<file path="src/rtl/sgc_pkg.sv">
package sgc_pkg;

  localparam int SGC_CHUNK_W = 17;

  typedef enum logic [2:0] {
    ST_ACCEPT,
    ST_SPLIT,
    ST_FLUSH,
    ST_DRAIN,
    ST_FINISH
  } sgc_state_e;

  typedef struct packed {
    logic [31:0]            addr;
    logic [SGC_CHUNK_W-1:0] len;
    logic                   eol;
  } sgc_desc_t;

  function automatic logic [31:0] sgc_bswap(input logic [31:0] v);
    return {v[7:0], v[15:8], v[23:16], v[31:24]};
  endfunction

endpackage

</file>
<file path="src/rtl/sgc_chunk_calc.sv">
module sgc_chunk_calc
  import sgc_pkg::*;
#(
  parameter int LEN_W = 20
) (
  input  logic [31:0]            cur_addr,
  input  logic [LEN_W-1:0]       cur_rem,
  output logic [SGC_CHUNK_W-1:0] chunk,
  output logic [31:0]            nxt_addr,
  output logic [LEN_W-1:0]       nxt_rem,
  output logic                   seg_end
);

  localparam int CMP_W = (LEN_W > SGC_CHUNK_W) ? LEN_W : SGC_CHUNK_W;

  logic [SGC_CHUNK_W-1:0] room;
  logic [CMP_W-1:0]       room_w;
  logic [CMP_W-1:0]       rem_w;

  always_comb begin
    room   = 17'h10000 - {1'b0, cur_addr[15:0]};
    room_w = CMP_W'(room);
    rem_w  = CMP_W'(cur_rem);
    if (rem_w < room_w) chunk = SGC_CHUNK_W'(rem_w);
    else                chunk = room;
    nxt_addr = cur_addr + 32'(chunk);
    nxt_rem  = cur_rem - LEN_W'(chunk);
    seg_end  = (nxt_rem == '0);
  end

endmodule

</file>
<file path="src/rtl/sgc_word_emitter.sv">
module sgc_word_emitter
  import sgc_pkg::*;
(
  input  logic        clk,
  input  logic        rst_n,
  input  logic        start,
  input  sgc_desc_t   desc_in,
  output logic        busy,
  output logic        out_valid,
  input  logic        out_ready,
  output logic [31:0] out_word
);

  logic      busy_q, busy_d;
  logic [1:0] idx_q, idx_d;
  sgc_desc_t desc_q;
  logic      load_en;

  always_comb begin
    busy_d  = busy_q;
    idx_d   = idx_q;
    load_en = 1'b0;
    if (!busy_q) begin
      if (start) begin
        busy_d  = 1'b1;
        idx_d   = 2'd0;
        load_en = 1'b1;
      end
    end else if (out_ready) begin
      idx_d = idx_q + 2'd1;
      if (idx_q == 2'd3) busy_d = 1'b0;
    end
  end

  always_ff @(posedge clk or negedge rst_n) begin
    if (!rst_n) begin
      busy_q <= 1'b0;
      idx_q  <= 2'd0;
    end else begin
      busy_q <= busy_d;
      idx_q  <= idx_d;
    end
  end

  always_ff @(posedge clk or negedge rst_n) begin
    if (!rst_n)       desc_q <= '0;
    else if (load_en) desc_q <= desc_in;
  end

  always_comb begin
    unique case (idx_q)
      2'd1:    out_word = sgc_bswap(desc_q.addr);
      2'd3:    out_word = sgc_bswap({desc_q.eol, 14'd0, desc_q.len});
      default: out_word = 32'd0;
    endcase
  end

  assign busy      = busy_q;
  assign out_valid = busy_q;

  // a stalled word stays put
  p_hold_on_stall_r10: assert property (@(posedge clk) disable iff (!rst_n)
    (out_valid && !out_ready) |=> (out_valid && $stable(out_word)));

  p_start_only_idle_r3: assert property (@(posedge clk) disable iff (!rst_n)
    start |-> !busy_q);

endmodule

</file>
<file path="src/rtl/sg_desc_splitter.sv">
module sg_desc_splitter
  import sgc_pkg::*;
#(
  parameter int LEN_W      = 20,
  parameter int PAGE_BYTES = 4096,
  localparam int MAX_ENT   = PAGE_BYTES / 64,
  localparam int CNT_W     = $clog2(MAX_ENT + 1)
) (
  input  logic             clk,
  input  logic             rst_n,
  input  logic             seg_valid,
  output logic             seg_ready,
  input  logic [31:0]      seg_addr,
  input  logic [LEN_W-1:0] seg_len,
  input  logic             seg_last,
  output logic             desc_valid,
  input  logic             desc_ready,
  output logic [31:0]      desc_word,
  output logic             list_done,
  output logic [CNT_W-1:0] list_count,
  output logic             list_fail
);

  logic [1:0] rst_sync_q;
  logic       rst_i_n;

  always_ff @(posedge clk or negedge rst_n) begin
    if (!rst_n) rst_sync_q <= 2'b00;
    else        rst_sync_q <= {rst_sync_q[0], 1'b1};
  end
  assign rst_i_n = rst_sync_q[1];

  sgc_state_e             state_q, state_d;
  logic [31:0]            cur_addr_q, cur_addr_d;
  logic [LEN_W-1:0]       cur_rem_q, cur_rem_d;
  logic                   cur_last_q, cur_last_d;
  sgc_desc_t              pend_q, pend_d;
  logic                   pend_vld_q, pend_vld_d;
  logic [CNT_W-1:0]       cnt_q, cnt_d;
  logic                   fail_q, fail_d;

  logic [SGC_CHUNK_W-1:0] chunk;
  logic [31:0]            nxt_addr;
  logic [LEN_W-1:0]       nxt_rem;
  logic                   seg_end;
  logic                   em_start, em_busy, step, at_cap;
  sgc_desc_t              em_desc;

  sgc_chunk_calc #(.LEN_W(LEN_W)) u_calc (
    .cur_addr (cur_addr_q),
    .cur_rem  (cur_rem_q),
    .chunk    (chunk),
    .nxt_addr (nxt_addr),
    .nxt_rem  (nxt_rem),
    .seg_end  (seg_end)
  );

  sgc_word_emitter u_emit (
    .clk       (clk),
    .rst_n     (rst_i_n),
    .start     (em_start),
    .desc_in   (em_desc),
    .busy      (em_busy),
    .out_valid (desc_valid),
    .out_ready (desc_ready),
    .out_word  (desc_word)
  );

  assign at_cap    = (cnt_q == CNT_W'(MAX_ENT));
  assign seg_ready = (state_q == ST_ACCEPT) || (state_q == ST_DRAIN);
  assign list_done = (state_q == ST_FINISH) && !em_busy;
  assign list_count = fail_q ? '0 : cnt_q;
  assign list_fail = fail_q;

  always_comb begin
    state_d    = state_q;
    cur_addr_d = cur_addr_q;
    cur_rem_d  = cur_rem_q;
    cur_last_d = cur_last_q;
    pend_d     = pend_q;
    pend_vld_d = pend_vld_q;
    cnt_d      = cnt_q;
    fail_d     = fail_q;
    em_start   = 1'b0;
    em_desc    = pend_q;
    step       = 1'b0;
    unique case (state_q)
      ST_ACCEPT: begin
        if (seg_valid) begin
          if (seg_len == '0) begin
            state_d = pend_vld_q ? ST_FLUSH : ST_FINISH;
          end else begin
            cur_addr_d = seg_addr;
            cur_rem_d  = seg_len;
            cur_last_d = seg_last;
            state_d    = ST_SPLIT;
          end
        end
      end
      ST_SPLIT: begin
        if (at_cap) begin
          fail_d     = 1'b1;
          pend_vld_d = 1'b0;
          state_d    = cur_last_q ? ST_FINISH : ST_DRAIN;
        end else if (!(pend_vld_q && em_busy)) begin
          step        = 1'b1;
          em_start    = pend_vld_q;
          em_desc.eol = 1'b0;
          pend_d.addr = cur_addr_q;
          pend_d.len  = chunk;
          pend_d.eol  = 1'b0;
          pend_vld_d  = 1'b1;
          cnt_d       = cnt_q + CNT_W'(1);
          cur_addr_d  = nxt_addr;
          cur_rem_d   = nxt_rem;
          if (seg_end) state_d = cur_last_q ? ST_FLUSH : ST_ACCEPT;
        end
      end
      ST_FLUSH: begin
        if (!em_busy) begin
          em_start    = 1'b1;
          em_desc.eol = 1'b1;
          pend_vld_d  = 1'b0;
          state_d     = ST_FINISH;
        end
      end
      ST_DRAIN: begin
        if (seg_valid && ((seg_len == '0) || seg_last)) state_d = ST_FINISH;
      end
      ST_FINISH: begin
        if (!em_busy) begin
          cnt_d      = '0;
          fail_d     = 1'b0;
          pend_vld_d = 1'b0;
          state_d    = ST_ACCEPT;
        end
      end
      default: state_d = ST_ACCEPT;
    endcase
  end

  always_ff @(posedge clk or negedge rst_i_n) begin
    if (!rst_i_n) begin
      state_q    <= ST_ACCEPT;
      cur_addr_q <= '0;
      cur_rem_q  <= '0;
      cur_last_q <= 1'b0;
      pend_q     <= '0;
      pend_vld_q <= 1'b0;
      cnt_q      <= '0;
      fail_q     <= 1'b0;
    end else begin
      state_q    <= state_d;
      cur_addr_q <= cur_addr_d;
      cur_rem_q  <= cur_rem_d;
      cur_last_q <= cur_last_d;
      pend_q     <= pend_d;
      pend_vld_q <= pend_vld_d;
      cnt_q      <= cnt_d;
      fail_q     <= fail_d;
    end
  end

  // each chunk taken is nonzero and stays inside its 64 KiB window
  p_chunk_window_r1: assert property (@(posedge clk) disable iff (!rst_i_n)
    step |-> ((chunk != '0) &&
              ((18'(cur_addr_q[15:0]) + 18'(chunk)) <= 18'h10000)));

  // the entry counter never passes the table size
  p_no_overflow_r6: assert property (@(posedge clk) disable iff (!rst_i_n)
    cnt_q <= CNT_W'(MAX_ENT));

  // a failed list reports a zero count
  p_fail_zero_r6: assert property (@(posedge clk) disable iff (!rst_i_n)
    (list_done && list_fail) |-> (list_count == '0));

  // the done pulse lasts one cycle
  p_done_pulse_r9: assert property (@(posedge clk) disable iff (!rst_i_n)
    list_done |=> !list_done);

  // done only when no word is outstanding
  p_done_drained_r9: assert property (@(posedge clk) disable iff (!rst_i_n)
    list_done |-> !desc_valid);

endmodule

</file>
<file path="config.mk">
export PLATFORM = sky130hd
export DESIGN_NAME = sg_desc_splitter
export DESIGN_NICKNAME = d
export VERILOG_FILES = /design/src/rtl/sgc_pkg.sv /design/src/rtl/sgc_chunk_calc.sv /design/src/rtl/sgc_word_emitter.sv /design/src/rtl/sg_desc_splitter.sv
export SDC_FILE = /design/constraint.sdc
export NUM_CORES = 1
export LEC_CHECK = 0
export ABC_CLOCK_PERIOD_IN_PS = 6600
export CORE_MARGIN = 2
export CORE_UTILIZATION = 40
export CTS_CLUSTER_SIZE = 28
export DETAILED_ROUTE_END_ITERATION = 8
export PLACE_DENSITY = 0.71
export SYNTH_ARGS = -nofsm -noshare
export SYNTH_HDL_FRONTEND = slang
export SYNTH_SLANG_ARGS = --single-unit
</file>
<file path="constraint.sdc">
create_clock -name clk -period 6.6 [get_ports clk]
set_clock_uncertainty 0.15 [all_clocks]
set_input_delay 0.99 -clock clk [delete_from_list [all_inputs] [get_ports clk]]
set_output_delay 0.99 -clock clk [all_outputs]
set_load 0.005 [all_outputs]
</file>
**Word-level counts from Yosys, hierarchy flattened**

Cells that the tools add are included.
W data, S select, Z words.

- Bits of input ports: 57
- Output and inout bits: 43
- Register bits after elaboration: 169

- $add $sub $neg: 5
- Bitwise operators: 3
- Reductions and logical operators: 22
- $lt $le $gt $ge: 1
- Equal/unequal tests: 19
- Muxes and demuxes: 48

Operators with widths:

| cell | count |
|---|---|
| $mux W32 | 4 |
| $pmux W32 S2 | 2 |
| $mux W20 | 4 |
| $logic_not A20 Y1 | 2 |
| $pmux W20 S2 | 1 |
| $add A32 B17 Y32 | 1 |
| $mux W3 | 10 |
| $mux W7 | 4 |
| $lt A20 B17 Y1 | 1 |
| $sub A20 B17 Y20 | 1 |
| $ne A2 B2 Y1 const B | 9 |
| $mux W17 | 1 |
| $sub A17 B16 Y17 const A | 1 |
| $pmux W3 S5 | 1 |
| $pmux W7 S2 | 1 |
| $mux W1 | 13 |
| $reduce_and A3 Y1 | 4 |
| $mux W2 | 4 |
| $reduce_bool A2 Y1 | 4 |
| $add A7 B1 Y7 const B | 1 |
| $eq A7 B7 Y1 const B | 1 |
| $eq A3 B2 Y1 const B | 2 |
| $ne A3 B3 Y1 const B | 2 |
| $pmux W1 S2 | 3 |
| other kinds (16) | 21 |

**Logic depth before layout (Yosys ltp)**

- Depth after elaboration: 9
- Depth in mapped cells: 29
- Depth with buffers taken out: 27

**Cells and area by module**

A second synthesis with hierarchy kept.

- Cells, all modules: 1175
- Area total of the unflattened synthesis: 11379.7 sq um

By module, submodules not included:

| module | times used | sequential area each (sq um) | cells an instance | area each (sq um) |
|---|---|---|---|---|
| sg_desc_splitter | 1 | 2902.8 | 504 | 5422.7 |
| sgc_chunk_calc | 1 | 0.0 | 512 | 3402.0 |
| sgc_word_emitter | 1 | 1326.3 | 159 | 2555.0 |

**Least setup slack after synthesis**

No wires, ideal clock.

- Path type: register to register
- Start point: register cur_addr_q[0]
- End point: register cur_addr_q[26]
- Path buffers: 2
- Library setup time: 0.137 ns
- Cell stages (with the launch flop): 29
- Arrival time: 5.512 ns
- Slack: 0.802 ns
- Cells stage by stage: dfrtp_1 > buf_4 > nor3_1 > nor3b_1 > xnor2_1 > inv_1 > ha_1 > a21o_1 > a21o_1 > a21oi_1 > o21ai_1 > a2111oi_4 > o31ai_2 > a21o_4 > buf_6 > nand2_1 > o21ai_0 > ha_1 > fa_1 > a21o_1 > a21oi_1 > o21bai_1 > a21oi_1 > o21ai_0 > a21oi_1 > nor2b_1 > nor3_1 > a311oi_1 > a21oi_1

- Longest elaborated chain between the ends: 7

Ends and longest elaborated chain:

| what | RTL line | source |
|---|---|---|
| start, declared | sg_desc_splitter.sv:34 | `logic [31:0] cur_addr_q, cur_addr_d;` |
| start signal, assigned | sg_desc_splitter.sv:154 | `cur_addr_q <= cur_addr_d;` |
| $sub A17 B16 Y17 * | sgc_chunk_calc.sv:21 | `room = 17'h10000 - {1'b0, cur_addr[15:0]};` |
| $lt A20 B17 Y1 | sgc_chunk_calc.sv:24 | `if (rem_w < room_w) chunk = SGC_CHUNK_W'(rem_w);` |
| $mux W17 * | sgc_chunk_calc.sv:24 |  |
| named net chunk[0] | sg_desc_splitter.sv:42 | `logic [SGC_CHUNK_W-1:0] chunk;` |
| $add A32 B17 Y32 * | sgc_chunk_calc.sv:26 | `nxt_addr = cur_addr + 32'(chunk);` |
| $mux W32 * | sg_desc_splitter.sv:105 | `end else if (!(pend_vld_q && em_busy)) begin` |
| $mux W32 * | sg_desc_splitter.sv:101 | `if (at_cap) begin` |
| $pmux W32 S2 * | sg_desc_splitter.sv:87 | `unique case (state_q)` |

Mark *: on every way through the listed nets, which the timed path passes. The rest lies on a longest branch. The select of a mux whose other input is x is not followed.
A chain may end at the register's enable or synchronous reset.

**Final worst setup path**

- Start point: register cur_addr_q[2]
- End point: register state_q[0]

- Longest elaborated chain between the ends: 7

Ends and longest elaborated chain:

| what | RTL line | source |
|---|---|---|
| $sub A17 B16 Y17 * | sgc_chunk_calc.sv:21 |  |
| $lt A20 B17 Y1 | sgc_chunk_calc.sv:24 |  |
| $mux W17 * | sgc_chunk_calc.sv:24 |  |
| named net chunk[3] | sg_desc_splitter.sv:42 |  |
| $sub A20 B17 Y20 * | sgc_chunk_calc.sv:27 | `nxt_rem = cur_rem - LEN_W'(chunk);` |
| $logic_not A20 Y1 * | sgc_chunk_calc.sv:28 | `seg_end = (nxt_rem == '0);` |
| $ne A3 B3 Y1 (no line) * | -- |  |
| $reduce_and A6 Y1 (no line) * | -- |  |
| end signal, assigned | sg_desc_splitter.sv:153 | `state_q <= state_d;` |
| end, declared | sg_desc_splitter.sv:33 | `sgc_state_e state_q, state_d;` |

Mark *: on every way through the listed nets, which the timed path passes. The rest lies on a longest branch.

==> results.json <==
{
  "run_status": "completed",
  "prevailing_post_synth_register_cell": "dfrtp_1",
  "drt_total_wl_um": 28000,
  "largest_net_degree_at_the_start_of_global_routing": 77,
  "final_setup_vio_count": 0,
  "via_count_of_the_first_global_routing_pass": 8660,
  "synth.lib_cells_used.distinct": 68,
  "fin_cells": 1616,
  "period_needed_ns": 6.23,
  "timing_worst_slew_pin_value_ns": 1.06,
  "cp_slowest_cell": "or4b_2",
  "count_of_inserted_antenna_diode_cells": 0,
  "report.final.slew_viol_count": 0,
  "synth-edff-count": 0,
  "post_synth_instance_area_um2": 10500,
  "synth_area_per_cell_um2": 8.86,
  "grt_antenna_before_repair": 0,
  "placed_cells": 1583,
  "total_die_area_um2": 27700,
  "worstSetupEndpointType": "flop",
  "die_w_um": 166,
  "place.port_buffers": 99,
  "initial_core_util": 0.406,
  "asyncSetResetFlopFracSynth": 1.00,
  "seq_area_frac_synth": 0.401,
  "crit_path_cell_trace": "nor2_1, nand3b_1, nor2_1, nand4_1, or4b_2, xor2_1, inv_1, ha_1, nand4_1, o31ai_4, a21o_4, mux2_4, inv_2, ha_1, a21oi_1, nor2b_1, nor4_2, nor3b_1, or3_1, a2111o_1, nor4b_2, a32o_2, o21ai_1, o21a_1",
  "firstDrtPassIters": 7,
  "drv.max_cap_violation_count": 0,
  "hold_fails_final_rpt": 0,
  "setup_ws_ns": 0.366,
  "post_route_cells_drive_above_1_share": 0.117,
  "fmax_mhz": 160,
  "floorplan.rows": 59,
  "timing.critical_path.required_ns": 6.78,
  "clock_path_buffers": 2,
  "setup_repair_after_global_routing_missed_its_margin": "no",
  "cp_max_fo": 12,
  "critical-path-max-stage-delay_ns": 0.69,
  "cts_inserted_buffers": 17,
  "post-route-drc-count": 0,
  "vias": 8987,
  "route.detailed.wl_per_inst_um": 17.3,
  "hp-class": "reg2reg",
  "grt_use_total": 0.204,
  "layout-area-overhead-vs-synth_pct": 19.0,
  "timing.setup.tns_ns": 0,
  "clock_latency_ns": 0.44,
  "die_h_um": 166,
  "pre_cts_slack_ns": 0.213,
  "tritoncts_num_sinks": 169,
  "synth-warning-count": 0,
  "antenna_violating_nets_post_route": 0,
  "io_pins": 100,
  "drt_iter0_drcs": 687,
  "cts.reportedPaths.clkPinSlew_ns": 0.07,
  "path_class": "reg2reg",
  "cts_tree": "done",
  "mapped_nets": 1306,
  "final_min_period_over_clock_period": 0.945,
  "ctsHtreeMaxLevel": 4,
  "worst_slew_margin_rel": 0.290,
  "syn_inst": 1190,
  "layout.nets": 1384,
  "viasPerCell": 5.56,
  "hpwl_um": 20300,
  "globalRoute.totalOverflow": 0,
  "core-area_um2": 26000,
  "root_buffer": "clkbuf_16",
  "grt_first_pass_wirelength_um": 46000,
  "timing.critical_path.from_type": "flop",
  "cts.hold.buffers_added": 0,
  "place.gp.congestion": 0.916,
  "arrival_ns": 6.41,
  "postSynthRegisterBits": 169
}
-- cells in the final DEF (no fill, tap or decap), types with 23 or more instances in the layout --
cell and n:
o21ai_0 66, xor2_1 26, mux2_2 52, ha_1 57, inv_1 37, a21oi_1 84
nor3_1 29, nor2_1 113, nand3_1 23, nand2_1 179, clkdlybuf4s50_1 99, dfrtp_1 168
-- registers in the layout, indices dropped and copies added, names as in the netlist --
signal / count
list_fail: 1
cur_last_q: 1
pend_vld_q: 1
cur_addr_q: 32
state_q: 3
rst_sync_q: 2
u_emit.idx_q: 2
u_emit.busy: 1
em_desc: 49
u_emit.desc_q: 50
cur_rem_q: 20
cnt_q: 7
-- timing repair --
action / 4_1_cts / 5_1_grt
setup buffers: 0 / 0
resized for setup: 0 / 6
endpoints found under the setup margin: 0 / 17
-- Yosys cell counts, types with 3 or more instances --
| master | count | area (µm²) |
|---|---|---|
| inv_1 | 37 | 139 |
| nand2b_1 | 9 | 56.3 |
| dfrtp_1 | 169 | 4230 |
| clkbuf_1 | 50 | 188 |
| buf_6 | 3 | 33.8 |
| ha_1 | 57 | 713 |
| o22ai_1 | 14 | 87.6 |
| or3_1 | 5 | 31.3 |
| o21ai_1 | 3 | 15.0 |
| nor2_1 | 116 | 435 |
| mux2i_1 | 4 | 40.0 |
| nor3_1 | 30 | 150 |
| a31oi_1 | 17 | 106 |
| a21oi_1 | 85 | 425 |
| and4_1 | 3 | 26.3 |
| a211o_1 | 4 | 35.0 |
| o21bai_1 | 5 | 37.5 |
| xnor2_1 | 18 | 158 |
| xor2_1 | 26 | 228 |
| a21o_1 | 20 | 150 |
| o31ai_1 | 3 | 22.5 |
| and3_1 | 12 | 75.1 |
| o21a_1 | 9 | 67.6 |
| a211oi_1 | 7 | 52.6 |
| nor2b_1 | 10 | 62.6 |
| buf_1 | 6 | 22.5 |
| nand2_1 | 180 | 676 |
| nand4_1 | 14 | 87.6 |
| mux2_4 | 12 | 180 |
| o2111ai_1 | 3 | 26.3 |
| nor4_1 | 6 | 37.5 |
| mux2_2 | 52 | 586 |
| and2_1 | 18 | 113 |
| o21ai_0 | 68 | 340 |
| nor3b_1 | 6 | 45.0 |
| o211ai_1 | 10 | 75.1 |
| inv_2 | 12 | 45.0 |
| o221ai_1 | 13 | 114 |
| nand3_1 | 23 | 115 |
| a22o_1 | 18 | 158 |
-- logic make-up after synthesis --
kind of cell / Yosys count / synth area share
compound gates: 297 / 0.182
xor+xnor: 44 / 0.0366
fa+ha+maj: 59 / 0.0715
buf+inv: 111 / 0.0421
flops: 169 / 0.401
mux: 68 / 0.0765
other cells: 1 / 0.000356
simple gates: 441 / 0.190
-- worst paths after layout --
check / start / endpoint / slack [ns] / cells past startpoint
min in group asynchronous: rst_sync_q[1] / cur_addr_q[29] / 0.36 / 0
min: rst_sync_q[0] / rst_sync_q[1] / 0.20 / 0
max reg2reg: cur_addr_q[2] / state_q[0] / 0.37 / 24
min reg2reg: rst_sync_q[0] / rst_sync_q[1] / 0.20 / 0
max in group asynchronous: rst_sync_q[1] / u_emit.desc_q[33] / 4.65 / 1
max: cur_addr_q[2] / state_q[0] / 0.37 / 24
-- per-stage QoR --
stage | util | cell area [µm²] | hold slack [ns]
floorplan | - | 10500 | 0.181
global placement | 0.457 | 11900 | 0.187
detailed placement | 0.457 | 11900 | 0.188
CTS | 0.482 | 12500 | 0.203
global route | 0.483 | 12500 | 0.232
finish | 0.483 | 12500 | 0.201
-- critical path: cells and delay by family, from the launching register on --
| kind | cells | cell delay, ns |
|---|---|---|
| buf+inv | 2 | 0.12 |
| xor+xnor | 1 | 0.20 |
| mux | 1 | 0.34 |
| fa+ha+maj | 2 | 0.56 |
| simple gates | 11 | 2.68 |
| flops | 1 | 0.46 |
| compound gates | 7 | 1.61 |
-- layout make-up --
cell class	instances	area (µm²)
multi-input cells	911	5920
clock buffers	18	439
well taps	335	419
inverters	50	188
clock inverters	14	198
fillers	2467	13400
flip-flops and latches	169	4230
repair buffers	119	1140
-- layer usage --
metal  wire length, µm  GRT usage  vias up
met1             13700      0.297     4316
met4               771     0.0720        0
met3              1200     0.0317       45
li1                  -          -     4384
met2             12400      0.308      242
met5                 0          0        -
Power is left out: the tool's default activity adds up to more than one toggle a clock period on the data nets, which glitch-free logic cannot reach.
